[config.mk]
export PLATFORM = sky130hd
export DESIGN_NAME = rx_loss_counters
export DESIGN_NICKNAME = d
export VERILOG_FILES = /design/src/rtl/rx_loss_pkg.sv /design/src/rtl/sat_event_counter.sv /design/src/rtl/loss_word_packer.sv /design/src/rtl/rx_loss_counters.sv
export SDC_FILE = /design/constraint.sdc
export NUM_CORES = 1
export LEC_CHECK = 0
export BUFFER_PORTS_ARGS = -buffer_cell sky130_fd_sc_hd__buf_2
export CAP_MARGIN = 30
export CORE_MARGIN = 2
export CORE_UTILIZATION = 52
export DETAILED_ROUTE_END_ITERATION = 8
export GPL_ROUTABILITY_DRIVEN = 0
export PLACE_DENSITY_LB_ADDON = 0.3
export SETUP_SLACK_MARGIN = 0.15
export SLEW_MARGIN = 5
export SYNTH_ARGS = -nofsm -noshare
export SYNTH_HDL_FRONTEND = slang
export SYNTH_SLANG_ARGS = --single-unit
[constraint.sdc]
create_clock -name clk -period 2.4 [get_ports clk]
set_clock_uncertainty 0.15 [all_clocks]
set_input_delay 0 -clock clk [delete_from_list [all_inputs] [get_ports clk]]
set_output_delay 0 -clock clk [all_outputs]
set_load 0.05 [all_outputs]
[src/rtl/rx_loss_pkg.sv]
package rx_loss_pkg;
  localparam int MISS_W_DEF = 16;
  localparam int OVF_W_DEF  = 11;
  localparam int WORD_W_DEF = 32;

  typedef enum logic [1:0] {
    CNT_IDLE  = 2'd0,
    CNT_INC   = 2'd1,
    CNT_SAT   = 2'd2,
    CNT_CLEAR = 2'd3
  } cnt_action_e;
endpackage

[src/rtl/sat_event_counter.sv]
module sat_event_counter
  import rx_loss_pkg::*;
#(
  parameter int W = 16
) (
  input  logic         clk,
  input  logic         rst_n,
  input  logic         evt,
  input  logic         clr,
  output logic [W-1:0] count,
  output logic         sat_flag
);
  localparam logic [W-1:0] MAX_VAL = {W{1'b1}};
  localparam logic [W-1:0] ONE_VAL = W'(1);

  cnt_action_e action;

  always_comb begin
    if (clr)                       action = CNT_CLEAR;
    else if (evt && count == MAX_VAL) action = CNT_SAT;
    else if (evt)                  action = CNT_INC;
    else                           action = CNT_IDLE;
  end

  always_ff @(posedge clk) begin
    if (!rst_n) begin
      count    <= '0;
      sat_flag <= 1'b0;
    end else begin
      unique case (action)
        CNT_CLEAR: begin
          // an event in the read cycle opens the new interval
          count    <= evt ? ONE_VAL : '0;
          sat_flag <= 1'b0;
        end
        CNT_SAT:  sat_flag <= 1'b1;
        CNT_INC:  count    <= count + ONE_VAL;
        default:  ;
      endcase
    end
  end
endmodule

[src/rtl/loss_word_packer.sv]
module loss_word_packer #(
  parameter int MISS_W = 16,
  parameter int OVF_W  = 11,
  parameter int WORD_W = 32
) (
  input  logic [MISS_W-1:0] miss_cnt,
  input  logic              miss_sat,
  input  logic [OVF_W-1:0]  ovf_cnt,
  input  logic              ovf_sat,
  output logic [WORD_W-1:0] word
);
  localparam int MISS_FLAG_POS = MISS_W;
  localparam int OVF_LSB       = MISS_W + 1;
  localparam int OVF_FLAG_POS  = OVF_LSB + OVF_W;
  localparam int USED_W        = OVF_FLAG_POS + 1;

  always_comb begin
    word = '0;
    word[MISS_W-1:0]                  = miss_cnt;
    word[MISS_FLAG_POS]               = miss_sat;
    word[OVF_LSB +: OVF_W]            = ovf_cnt;
    word[OVF_FLAG_POS]                = ovf_sat;
  end

  if (USED_W > WORD_W) begin : g_bad_width
    initial $error("status word too narrow for the two counters");
  end
endmodule

[src/rtl/rx_loss_counters.sv]
module rx_loss_counters
  import rx_loss_pkg::*;
#(
  parameter int MISS_W = MISS_W_DEF,
  parameter int OVF_W  = OVF_W_DEF,
  parameter int WORD_W = WORD_W_DEF
) (
  input  logic              clk,
  input  logic              rst_n,
  input  logic              buffer_miss_evt,
  input  logic              fifo_ovf_evt,
  input  logic              read_stb,
  output logic [WORD_W-1:0] status_word
);
  logic [MISS_W-1:0] miss_cnt;
  logic              miss_sat;
  logic [OVF_W-1:0]  ovf_cnt;
  logic              ovf_sat;

  sat_event_counter #(.W(MISS_W)) u_miss_cnt (
    .clk      (clk),
    .rst_n    (rst_n),
    .evt      (buffer_miss_evt),
    .clr      (read_stb),
    .count    (miss_cnt),
    .sat_flag (miss_sat)
  );

  sat_event_counter #(.W(OVF_W)) u_ovf_cnt (
    .clk      (clk),
    .rst_n    (rst_n),
    .evt      (fifo_ovf_evt),
    .clr      (read_stb),
    .count    (ovf_cnt),
    .sat_flag (ovf_sat)
  );

  loss_word_packer #(.MISS_W(MISS_W), .OVF_W(OVF_W), .WORD_W(WORD_W)) u_pack (
    .miss_cnt (miss_cnt),
    .miss_sat (miss_sat),
    .ovf_cnt  (ovf_cnt),
    .ovf_sat  (ovf_sat),
    .word     (status_word)
  );
endmodule

==> insert_results.sql, run 1 <==
INSERT INTO impl_metrics (metric_group, metric, value, unit) VALUES
('run_status', 'outcome', 'complete, no violations', ''),
('global_route', 'grt_pass1_wl', '6.479', 'mm'),
('job', 'drv_cap', '0', ''),
('critical_path', 'critical_path.max_fanout', '7', ''),
('global_route', 'antenna_found_initial', '0', ''),
('drt', 'drt_iter0_markers', '125', ''),
('critical_path', 'timing.rr.end', 'u_ovf_cnt.count[0]', ''),
('placed_design', 'post-place-cells', '239', ''),
('layout', 'drive_gt1_frac', '0.2252', ''),
('power', 'leakage', '0.6610', 'nW'),
('yosys', 'postSynth.topFlopCell', 'sky130_fd_sc_hd__dfxtp_1', ''),
('sta', 'final_period_minus_worst_setup_slack', '2.103', 'ns'),
('drt', 'ant_nets', '0', ''),
('layout', 'seqCellArea', '581.8', 'µm²'),
('floorplanning', 'num_rows', '19', ''),
('sta', 'clock.fmax', '475.5', 'MHz'),
('critical_path', 'r2r_setup_slack', '0.30', 'ns'),
('yosys', 'syn-instance-count', '184', ''),
('floorplanning', 'design.portCount', '37', ''),
('drt', 'via_count', '1561', ''),
('layout', 'postLayoutCellArea', '1778', 'µm²'),
('power', 'p_comb_frac', '0.076', ''),
('critical_path', 'worst_setup_path_end_kind', 'register', ''),
('critical_path', 'crit_end', 'u_ovf_cnt.count[0]', ''),
('drt', 'average_wire_per_cell_in_the_routed_design', '15.00', 'µm'),
('critical_path', 'worstSetupStartpointType', 'register', ''),
('critical_path', 'critical_path_required', '2.47', 'ns'),
('layout', 'multi_input_comb_area', '853.3', 'µm²'),
('sta', 'finalSetupViolCount', '0', ''),
('critical_path', 'timing.critical_path.cells', 'nand4_1, o31a_1, o21ai_0, dlygate4sd3_1, a21boi_0', ''),
('placed_design', 'numPortBuffers', '33', ''),
('placed_design', 'detailedPlacementHpwl', '2.602', 'mm'),
('critical_path', 'critPathBufInv', '1', ''),
('floorplanning', 'die_span_in_y', '57.87', 'µm'),
('critical_path', 'cpLargestDelayFamily', 'compound AO/OA/AOI/OAI gates', ''),
('power', 'netSwitchingPower', '0.2202', 'mW'),
('clock_tree', 'clock_insertion_delay_worst_skew', '0.33', 'ns'),
('worst_hold_path', 'timing.hold.worst_path_depth', '2', ''),
('yosys', 'ys_types', '45', ''),
('power', 'switching_share', '0.2556', ''),
('layout', 'antenna_cells_inserted', '0', ''),
('yosys', 'ys_warn_count', '0', ''),
('global_route', 'groute.usage.overall', '0.2490', ''),
('sta', 'grt_setup_unrepaired', 'false', ''),
('power', 'totalPowerFinal', '0.8615', 'mW'),
('power', 'power.sequential.fraction', '0.568', ''),
('yosys', 'synthesis.area_per_instance', '8.201', 'µm²'),
('floorplanning', 'starting_utilization_of_the_core_area', '0.5472', ''),
('clock_tree', 'cts.root.buffer_cell', 'sky130_fd_sc_hd__clkbuf_4', ''),
('floorplanning', 'die_area', '3349', 'µm²'),
('sta', 'hold_violation_count_in_the_final_report', '0', ''),
('drt', 'remaining_drc_errors', '0', ''),
('layout', 'layout.nets', '229', ''),
('global_route', 'globalRoute.totalOverflow', '0', ''),
('layout', 'final_util', '0.6447', ''),
('sta', 'final_worst_path_cycle_share', '0.8763', ''),
('sta', 'final_report_max_slew_violation_count', '0', ''),
('clock_tree', 'cts.clk_slew.worst_paths', '0.09', 'ns'),
('clock_tree', 'cts_sinks', '29', ''),
('global_route', 'maximum_number_of_pins_on_one_net_before_global_route_repair', '24', ''),
('layout', 'final-instance-count-excl-fill', '253', ''),
('clock_tree', 'clock_tree.buffer_depth', '2', ''),
('critical_path', 'worst-r2r-cell-count', '5', ''),
('layout', 'synthToLayoutAreaGrowth', '17.83', '%'),
('critical_path', 'cp-startpoint', 'u_ovf_cnt.count[5]', ''),
('power', 'peakVddDrop', '0.0003271', 'V'),
('yosys', 'ffs_latches_synth', '29', ''),
('yosys', 'synth_enable_flop_cells', '0', ''),
('floorplanning', 'floorplan_core_area', '2758', 'µm²'),
('layout', 'layout.filler_cells', '254', ''),
('worst_hold_path', 'worst_hold_path_type', 'register to register', '');
synthesized netlist by cell type, types with 2 or more instances:
master,count,area [µm²]
sky130_fd_sc_hd__or2_2,2,12.51
sky130_fd_sc_hd__mux2i_1,2,20.02
sky130_fd_sc_hd__a31o_1,2,17.52
sky130_fd_sc_hd__nand2b_1,3,18.77
sky130_fd_sc_hd__nor4_2,2,25.02
sky130_fd_sc_hd__nor3_1,4,20.02
sky130_fd_sc_hd__a21boi_0,2,15.01
sky130_fd_sc_hd__buf_4,5,37.54
sky130_fd_sc_hd__nand3_1,11,55.05
sky130_fd_sc_hd__a21oi_1,16,80.08
sky130_fd_sc_hd__clkbuf_1,3,11.26
sky130_fd_sc_hd__nand4_1,10,62.56
sky130_fd_sc_hd__nand2_1,10,37.54
sky130_fd_sc_hd__a31oi_1,3,18.77
sky130_fd_sc_hd__buf_2,3,15.01
sky130_fd_sc_hd__a21oi_2,2,17.52
sky130_fd_sc_hd__xor2_1,2,17.52
sky130_fd_sc_hd__dfxtp_1,29,580.6
sky130_fd_sc_hd__ha_1,2,25.02
sky130_fd_sc_hd__inv_1,5,18.77
sky130_fd_sc_hd__or3_1,9,56.30
sky130_fd_sc_hd__nor2_1,14,52.55
sky130_fd_sc_hd__and4_1,4,35.03
sky130_fd_sc_hd__o21ai_0,18,90.09
area by class of cell:
class | instances | area share
Timing Repair Buffer | 40 | 0.1295
Clock buffer | 7 | 0.03096
Multi-Input combinational cell | 141 | 0.4799
Sequential cell | 29 | 0.3272
Inverter | 5 | 0.01056
Tap cell | 31 | 0.02182
state kept, by name, indices dropped and copies added, names as in the netlist:
register,count
u_miss_cnt.count,16
u_ovf_cnt.count,11
u_miss_cnt.sat_flag,1
u_ovf_cnt.sat_flag,1
power by group through the flow:
stage          combinational, mW  sequential (mW)  clock (mW)
2_1_floorplan             0.0367            0.512           0
3_3_place_gp              0.0574            0.500           0
3_5_place_dp              0.0584            0.500           0
4_1_cts                   0.0655            0.489       0.313
5_1_grt                   0.0717            0.490       0.339
6_report                  0.0654            0.489       0.307
repair_timing:
item	CTS	global route
endpoints found under the hold margin	6	0
setup buffers	0	2
gates resized for setup	0	1
hold buffers	5	0
setup endpoints to repair	0	1
cells by family (layout without fill, tap and decap cells):
logic type / after synthesis / in the layout / synth area share
fa+ha+maj: 2 / 2 / 0.01658
compound gates: 54 / 54 / 0.2198
xor+xnor: 3 / 3 / 0.01742
flops: 29 / 29 / 0.3847
mux: 2 / 2 / 0.01327
other cells: 1 / 3 / 0.002485
simple gates: 77 / 77 / 0.2911
buf+inv: 16 / 52 / 0.05473
tightest hold or removal path: stages (launching register included):
cell and delay, ns:
sky130_fd_sc_hd__dfxtp_1 0.33, sky130_fd_sc_hd__a21oi_1 0.04, sky130_fd_sc_hd__nor2_1 0.07
metrics by stage:
| stage | worst slack [ns] | hold WS (ns) |
|---|---|---|
| after CTS | 0.3131 | 0.3171 |
| after global routing | 0.1604 | 0.3535 |
| after detailed placement | 0.4248 | 0.1252 |
| after floorplan | 0.2257 | -0.03252 |
| final | 0.2969 | 0.3229 |
| after global placement | 0.4531 | 0.1122 |
placed cells by master, fill, tap and decap left out, types with 2 or more instances in the layout:
master	count
sky130_fd_sc_hd__or3_1	9
sky130_fd_sc_hd__a31o_1	2
sky130_fd_sc_hd__inv_1	5
sky130_fd_sc_hd__a21boi_0	2
sky130_fd_sc_hd__clkbuf_4	5
sky130_fd_sc_hd__a21oi_1	16
sky130_fd_sc_hd__nand2_1	10
sky130_fd_sc_hd__conb_1	3
sky130_fd_sc_hd__a31oi_1	3
sky130_fd_sc_hd__nor2_1	14
sky130_fd_sc_hd__dlygate4sd3_1	5
sky130_fd_sc_hd__buf_2	33
sky130_fd_sc_hd__nand3_1	11
sky130_fd_sc_hd__nand4_1	10
sky130_fd_sc_hd__dfxtp_1	28
sky130_fd_sc_hd__nor4_2	2
sky130_fd_sc_hd__ha_1	2
sky130_fd_sc_hd__buf_4	2
sky130_fd_sc_hd__and4_1	4
sky130_fd_sc_hd__o21ai_0	18
sky130_fd_sc_hd__nor3_1	4
sky130_fd_sc_hd__mux2i_1	2
sky130_fd_sc_hd__xor2_1	2
sky130_fd_sc_hd__or2_2	2
sky130_fd_sc_hd__a21oi_2	2
sky130_fd_sc_hd__nand2b_1	3
per-layer routing:
metal	routed length [µm]	vias up	GRT usage	part of all wire
li1	-	761	-	-
met1	1491	735	0.2692	0.39
met2	2007	56	0.4513	0.53
met3	227	9	0.06250	0.060
met4	68	0	0.1163	0.018
met5	0	-	0	0
worst min-delay path by stage:
stage,from,end,slack [ns]
after floorplan,rst_n,u_miss_cnt.count[0],-0.03
after global placement,rst_n,u_miss_cnt.count[0],0.11
after detailed placement,rst_n,u_miss_cnt.count[0],0.13
after CTS,rst_n,u_miss_cnt.count[0],0.32
after global routing,rst_n,u_miss_cnt.count[0],0.35
final,u_ovf_cnt.sat_flag,u_ovf_cnt.sat_flag,0.32
No activity file was read; power rests on OpenSTA's default activity.
==> run 2, diff against run 1 <==
CORE_UTILIZATION = 55   (was 52)
CTS_BUF_LIST = sky130_fd_sc_hd__clkbuf_4 sky130_fd_sc_hd__clkbuf_8   (was not set)
==> run 2 against run 1 <==
- first-iteration DRC count down 54%
- flip-flop and latch count stayed put
- design area shrank 0.21%
- die area shrank 5.1%
- critical path type unchanged
- largest cell class unchanged
- highest routed layer unchanged
==> insert_results.sql, run 2 (synthesis results as in run 1) <==
INSERT INTO impl_metrics (metric_group, metric, value, unit) VALUES
('clock_tree', 'numCtsBuffers', '5', ''),
('critical_path', 'worstSetupStartpointType', 'register', ''),
('drt', 'via_count', '1536', ''),
('placed_design', 'numPortBuffers', '33', ''),
('layout', 'postLayoutCellArea', '1774', 'µm²'),
('power', 'totalPowerFinal', '0.8692', 'mW'),
('power', 'peakVddDrop', '0.0005181', 'V'),
('sta', 'totalNegativeSetupSlack', '0', 'ns'),
('critical_path', 'timing.rr.end', 'u_ovf_cnt.count[0]', ''),
('drt', 'drt_iter0_markers', '58', ''),
('sta', 'clock.fmax', '483.9', 'MHz'),
('layout', 'commonest_cells_after_routing_fill_and_taps_aside', 'sky130_fd_sc_hd__buf_2, sky130_fd_sc_hd__dfxtp_1, sky130_fd_sc_hd__o21ai_0', ''),
('floorplanning', 'die_area', '3179', 'µm²'),
('layout', 'final_common_cell', 'sky130_fd_sc_hd__buf_2', ''),
('drt', 'remaining_drc_errors', '0', ''),
('job', 'drv_cap', '0', ''),
('clock_tree', 'tritoncts', 'yes', ''),
('clock_tree', 'clock_insertion_delay_worst_skew', '0.33', 'ns'),
('sta', 'final_period_minus_worst_setup_slack', '2.067', 'ns'),
('drt', 'ant_nets', '0', ''),
('clock_tree', 'htree_num_levels', '2', ''),
('floorplanning', 'starting_utilization_of_the_core_area', '0.5929', ''),
('layout', 'largest_register_ff_count', '16', ''),
('layout', 'layout.nets', '228', ''),
('run_status', 'outcome', 'complete, no violations', ''),
('layout', 'layout.filler_cells', '216', ''),
('layout', 'largest_registers', 'u_miss_cnt.count: 16 flops, u_ovf_cnt.count: 11 flops', ''),
('worst_hold_path', 'hp-start', 'u_miss_cnt.sat_flag', ''),
('layout', 'largest-register', 'u_miss_cnt.count', ''),
('critical_path', 'worst-endpoint-arrival', '2.14', 'ns'),
('sta', 'max_slew_margin', '0.4039', ''),
('drt', 'vias_cell', '6.120', ''),
('power', 'power_density', '489.9', 'nW/µm²'),
('critical_path', 'critical_path.max_fanout', '7', ''),
('drt', 'detailedRoute.firstPassIterationCount', '4', ''),
('global_route', 'antenna_found_initial', '0', ''),
('layout', 'drive_gt1_frac', '0.2308', ''),
('worst_hold_path', 'worst_hold_path_type', 'register to register', ''),
('layout', 'multi_input_comb_area', '853.3', 'µm²'),
('sta', 'final_report_max_slew_violation_count', '0', ''),
('floorplanning', 'fp.dieW', '56.38', 'µm'),
('clock_tree', 'clock_tree.buffer_depth', '2', ''),
('floorplanning', 'floorplan_core_area', '2545', 'µm²'),
('critical_path', 'crit_type', 'register to register', ''),
('sta', 'hold_violation_count_in_the_final_report', '0', ''),
('floorplanning', 'num_rows', '18', ''),
('clock_tree', 'cts_sinks', '29', ''),
('sta', 'finalSetupViolCount', '0', ''),
('sta', 'layout_setup_ws', '0.3335', 'ns'),
('worst_hold_path', 'timing.hold.worst_path_depth', '2', ''),
('floorplanning', 'design.portCount', '37', ''),
('global_route', 'first_global_vias', '1417', ''),
('worst_hold_path', 'hold-path-endpoint', 'u_miss_cnt.sat_flag', ''),
('sta', 'timing.hold.ws', '0.3331', 'ns'),
('sta', 'final_worst_path_cycle_share', '0.8610', ''),
('clock_tree', 'cts.root.buffer_cell', 'sky130_fd_sc_hd__clkbuf_4', ''),
('global_route', 'maximum_number_of_pins_on_one_net_before_global_route_repair', '24', ''),
('critical_path', 'critical_path_required', '2.47', 'ns'),
('sta', 'grt_setup_unrepaired', 'false', ''),
('global_route', 'groute.usage.overall', '0.2345', ''),
('critical_path', 'worst_setup_path_end_kind', 'register', ''),
('drt', 'average_wire_per_cell_in_the_routed_design', '14.29', 'µm'),
('critical_path', 'crit-reg2reg-launch', 'u_ovf_cnt.count[5]', ''),
('power', 'leakage', '0.6620', 'nW'),
('drt', 'route.final.wire_length', '3.587', 'mm'),
('clock_tree', 'cts.clk_slew.worst_paths', '0.09', 'ns'),
('floorplanning', 'die_span_in_y', '56.38', 'µm'),
('placed_design', 'placement.cell_area', '1663', 'µm²'),
('placed_design', 'detailedPlacementHpwl', '2.597', 'mm'),
('global_route', 'globalRoute.totalOverflow', '0', ''),
('sta', 'tightestPinTransition', '0.8942', 'ns'),
('layout', 'seqCellArea', '583.1', 'µm²'),
('layout', 'antenna_cells_inserted', '0', ''),
('layout', 'synthToLayoutAreaGrowth', '17.58', '%'),
('critical_path', 'worst-r2r-cell-count', '5', ''),
('critical_path', 'r2r_setup_slack', '0.33', 'ns'),
('placed_design', 'pre_cts_slack', '0.4441', 'ns'),
('global_route', 'grt_pass1_wl', '5.947', 'mm');
==> run 2: cell count changes in the layout (fill, tap and decap cells not counted) <==
cell | before | now
sky130_fd_sc_hd__buf_4 | 2 | 1
sky130_fd_sc_hd__clkbuf_1 | 1 | 0
sky130_fd_sc_hd__clkbuf_4 | 5 | 6
sky130_fd_sc_hd__dfxtp_2 | 1 | 2
sky130_fd_sc_hd__dfxtp_1 | 28 | 27
==> run 2: area by class of cell <==
cell class | instances | share of cell area
multi-input cells | 141 | 0.4810
flip-flops and latches | 29 | 0.3286
repair buffers | 39 | 0.1255
clock buffers | 7 | 0.03315
well taps | 30 | 0.02116
inverters | 5 | 0.01058
==> run 2: worst max path at each step <==
stage / slack [ns] / start / endpoint
after floorplan: 0.23 / u_miss_cnt.count[0] / u_miss_cnt.count[7]
after global placement: 0.46 / u_miss_cnt.count[0] / u_miss_cnt.count[0]
after detailed placement: 0.44 / u_miss_cnt.count[12] / u_miss_cnt.count[1]
after CTS: 0.34 / u_ovf_cnt.count[0] / u_ovf_cnt.count[0]
after global routing: 0.19 / u_ovf_cnt.count[0] / u_ovf_cnt.count[0]
final: 0.33 / u_ovf_cnt.count[5] / u_ovf_cnt.count[0]
==> run 2: stage by stage <==
step                instances    util
global route              251  0.6971
finish                    251  0.6971
floorplan                 186       -
global placement          239  0.6534
detailed placement        239  0.6534
CTS                       251  0.6962
==> run 2: what timing repair did <==
| action | CTS | global route |
|---|---|---|
| hold endpoints to repair | 9 | 0 |
| setup endpoints to repair | 0 | 1 |
| hold buffers | 5 | 0 |
| setup buffers | 0 | 0 |
| gates resized for setup | 0 | 2 |
==> run 2: layer usage <==
layer	share of wire	global-route usage	vias up	wire length, µm
li1	-	-	759	-
met5	0	0	-	0
met4	0.022	0.09184	0	80
met1	0.41	0.2665	688	1460
met3	0.083	0.08295	13	297
met2	0.49	0.4000	76	1750
==> run 2: where the power goes <==
part	internal [mW]	switching, mW
sequential	0.485	0.00452
clock	0.149	0.166
combinational	0.0188	0.0463
total	0.653	0.216
==> run 2: critical path: stages, from the launching register on <==
cell and delay (ns):
sky130_fd_sc_hd__dfxtp_1 0.42, sky130_fd_sc_hd__nand4_1 0.27, sky130_fd_sc_hd__o31a_1 0.35, sky130_fd_sc_hd__o21ai_0 0.14, sky130_fd_sc_hd__dlygate4sd3_1 0.56, sky130_fd_sc_hd__a21boi_0 0.07
==> run 3, diff against run 2 <==
CORE_ASPECT_RATIO = 0.9   (was not set)
==> run 3 against run 2 <==
- combinational power rose by 3%
- critical path depth did not move
- highest routed layer unchanged
- power rose by 14%
==> insert_results.sql, run 3 (synthesis results as in run 1) <==
INSERT INTO impl_metrics (metric_group, metric, value, unit) VALUES
('run_status', 'outcome', 'complete, no violations', ''),
('sta', 'final_period_minus_worst_setup_slack', '2.175', 'ns'),
('clock_tree', 'numCtsBuffers', '5', ''),
('global_route', 'globalRoute.totalOverflow', '0', ''),
('drt', 'detailedRoute.firstPassIterationCount', '4', ''),
('sta', 'totalNegativeSetupSlack', '0', 'ns'),
('sta', 'tightestPinTransition', '0.8957', 'ns'),
('layout', 'largest_register_ff_count', '16', ''),
('global_route', 'groute.usage.overall', '0.2571', ''),
('power', 'peakVddDrop', '0.0003734', 'V'),
('critical_path', 'critical_path.max_fanout', '6', ''),
('layout', 'final_common_cell', 'sky130_fd_sc_hd__buf_2', ''),
('floorplanning', 'die_area', '3179', 'µm²'),
('floorplanning', 'fp.dieW', '59.21', 'µm'),
('global_route', 'maximum_number_of_pins_on_one_net_before_global_route_repair', '24', ''),
('critical_path', 'worst_setup_path_end_kind', 'register', ''),
('drt', 'ant_nets', '0', ''),
('clock_tree', 'clock_insertion_delay_worst_skew', '0.33', 'ns'),
('critical_path', 'cpLargestDelayFamily', 'compound AO/OA/AOI/OAI gates', ''),
('job', 'drv_cap', '0', ''),
('floorplanning', 'floorplan_core_area', '2680', 'µm²'),
('sta', 'timing.hold.ws', '0.3097', 'ns'),
('clock_tree', 'clock_tree.buffer_depth', '2', ''),
('clock_tree', 'cts_sinks', '29', ''),
('layout', 'largest-register', 'u_miss_cnt.count', ''),
('worst_hold_path', 'worst_hold_path_type', 'input pin to register', ''),
('layout', 'drive_gt1_frac', '0.2342', ''),
('sta', 'clock.fmax', '459.7', 'MHz'),
('sta', 'final_worst_path_cycle_share', '0.9064', ''),
('power', 'leakage', '0.6765', 'nW'),
('critical_path', 'timing.critical_path.slowest_stage_cell', 'sky130_fd_sc_hd__dlygate4sd3_1', ''),
('clock_tree', 'cts.clk_slew.worst_paths', '0.10', 'ns'),
('layout', 'multi_input_comb_area', '853.3', 'µm²'),
('layout', 'final_util', '0.6741', ''),
('layout', 'final-instance-count-excl-fill', '252', ''),
('critical_path', 'critical_path_required', '2.47', 'ns'),
('critical_path', 'worst-endpoint-arrival', '2.25', 'ns'),
('critical_path', 'critPathBufInv', '1', ''),
('clock_tree', 'cts.root.buffer_cell', 'sky130_fd_sc_hd__clkbuf_4', ''),
('layout', 'layout.nets', '228', ''),
('drt', 'drt_iter0_markers', '121', ''),
('sta', 'grt_setup_unrepaired', 'false', ''),
('layout', 'antenna_cells_inserted', '0', ''),
('power', 'totalPowerFinal', '0.9903', 'mW'),
('placed_design', 'post-place-cells', '239', ''),
('drt', 'average_wire_per_cell_in_the_routed_design', '15.22', 'µm'),
('clock_tree', 'htree_num_levels', '2', ''),
('placed_design', 'detailedPlacementHpwl', '2.559', 'mm'),
('drt', 'via_count', '1572', ''),
('layout', 'largest_registers', 'u_miss_cnt.count: 16 flops, u_ovf_cnt.count: 11 flops', ''),
('critical_path', 'crit_type', 'register to register', ''),
('layout', 'commonest_cells_after_routing_fill_and_taps_aside', 'sky130_fd_sc_hd__buf_2, sky130_fd_sc_hd__dfxtp_1, sky130_fd_sc_hd__o21ai_0', ''),
('sta', 'final_report_max_slew_violation_count', '0', ''),
('floorplanning', 'starting_utilization_of_the_core_area', '0.5630', ''),
('sta', 'max_slew_margin', '0.4029', ''),
('global_route', 'antenna_found_initial', '0', ''),
('drt', 'vias_cell', '6.238', ''),
('drt', 'remaining_drc_errors', '0', ''),
('critical_path', 'cp_slowest_stage_delay', '0.59', 'ns'),
('global_route', 'first_global_vias', '1322', ''),
('layout', 'synthToLayoutAreaGrowth', '19.73', '%'),
('floorplanning', 'design.portCount', '37', ''),
('global_route', 'grt_pass1_wl', '6.127', 'mm'),
('sta', 'hold_violation_count_in_the_final_report', '0', ''),
('layout', 'seqCellArea', '585.6', 'µm²'),
('power', 'power_density', '548.1', 'nW/µm²'),
('clock_tree', 'tritoncts', 'yes', ''),
('critical_path', 'timing.critical_path.cells', 'nand4_1, o31a_1, o21ai_0, dlygate4sd3_1, a21boi_0', ''),
('layout', 'layout.filler_cells', '218', ''),
('placed_design', 'numPortBuffers', '33', ''),
('critical_path', 'worstSetupStartpointType', 'register', ''),
('drt', 'route.final.wire_length', '3.836', 'mm'),
('clock_tree', 'post_cts_setup_buffer_count', '0', ''),
('floorplanning', 'die_span_in_y', '53.69', 'µm'),
('floorplanning', 'num_rows', '18', ''),
('sta', 'finalSetupViolCount', '0', '');
run 3: cell count changes in the layout (fill, tap and decap cells not counted):
cell	before	now
sky130_fd_sc_hd__dfxtp_2	2	1
sky130_fd_sc_hd__bufinv_16	0	1
sky130_fd_sc_hd__dfxtp_4	0	1
run 3: final timing paths:
path | startpoint | end | slack, ns | cells past startpoint
worst max-delay path | u_ovf_cnt.count[6] | u_ovf_cnt.count[0] | 0.22 | 5
worst min register to register | u_ovf_cnt.sat_flag | u_ovf_cnt.sat_flag | 0.33 | 2
worst max register to register | u_ovf_cnt.count[6] | u_ovf_cnt.count[0] | 0.22 | 5
worst min-delay path | rst_n | u_miss_cnt.count[0] | 0.31 | 3
run 3: stage by stage:
stage / cell area [µm²] / worst slack (ns)
floorplan: 1516 / 0.2257
global placement: 1663 / 0.4515
detailed placement: 1663 / 0.3738
CTS: 1802 / 0.2799
global route: 1807 / 0.1517
finish: 1807 / 0.2247
run 3: where the power goes:
part	internal, mW	switching, mW	total (mW)
Clock	0.260	0.174	0.434
Sequential	0.484	0.00532	0.489
Combinational	0.0190	0.0478	0.0668
Total	0.763	0.227	0.990
run 3: metal layers:
layer	up-vias	GRT usage	wire length, µm
met5	-	0	0
met4	0	0.09848	38
met3	7	0.06731	230
met2	56	0.3773	1803
met1	752	0.3599	1763
li1	757	-	-
run 3: timing repair:
action | CTS | global route
hold buffers | 5 | 0
endpoints found under the setup margin | 0 | 2
resized for setup | 0 | 3
hold endpoints to repair | 8 | 0
run 3: worst register-to-register path, delay by kind of cell, from the launching register on:
kind,cells,cell delay (ns)
flip-flops,1,0.43
AND/OR/NAND/NOR,1,0.28
buffers and inverters,1,0.59
AO/OA/AOI/OAI,3,0.61
run 3: layout make-up:
class	count	share of cell area
clock buffer	7	0.03255
clock inverter	1	0.01662
timing repair buffer	39	0.1233
tap	30	0.02078
multi-input combinational	141	0.4723
inverter	5	0.01039
sequential	29	0.3241
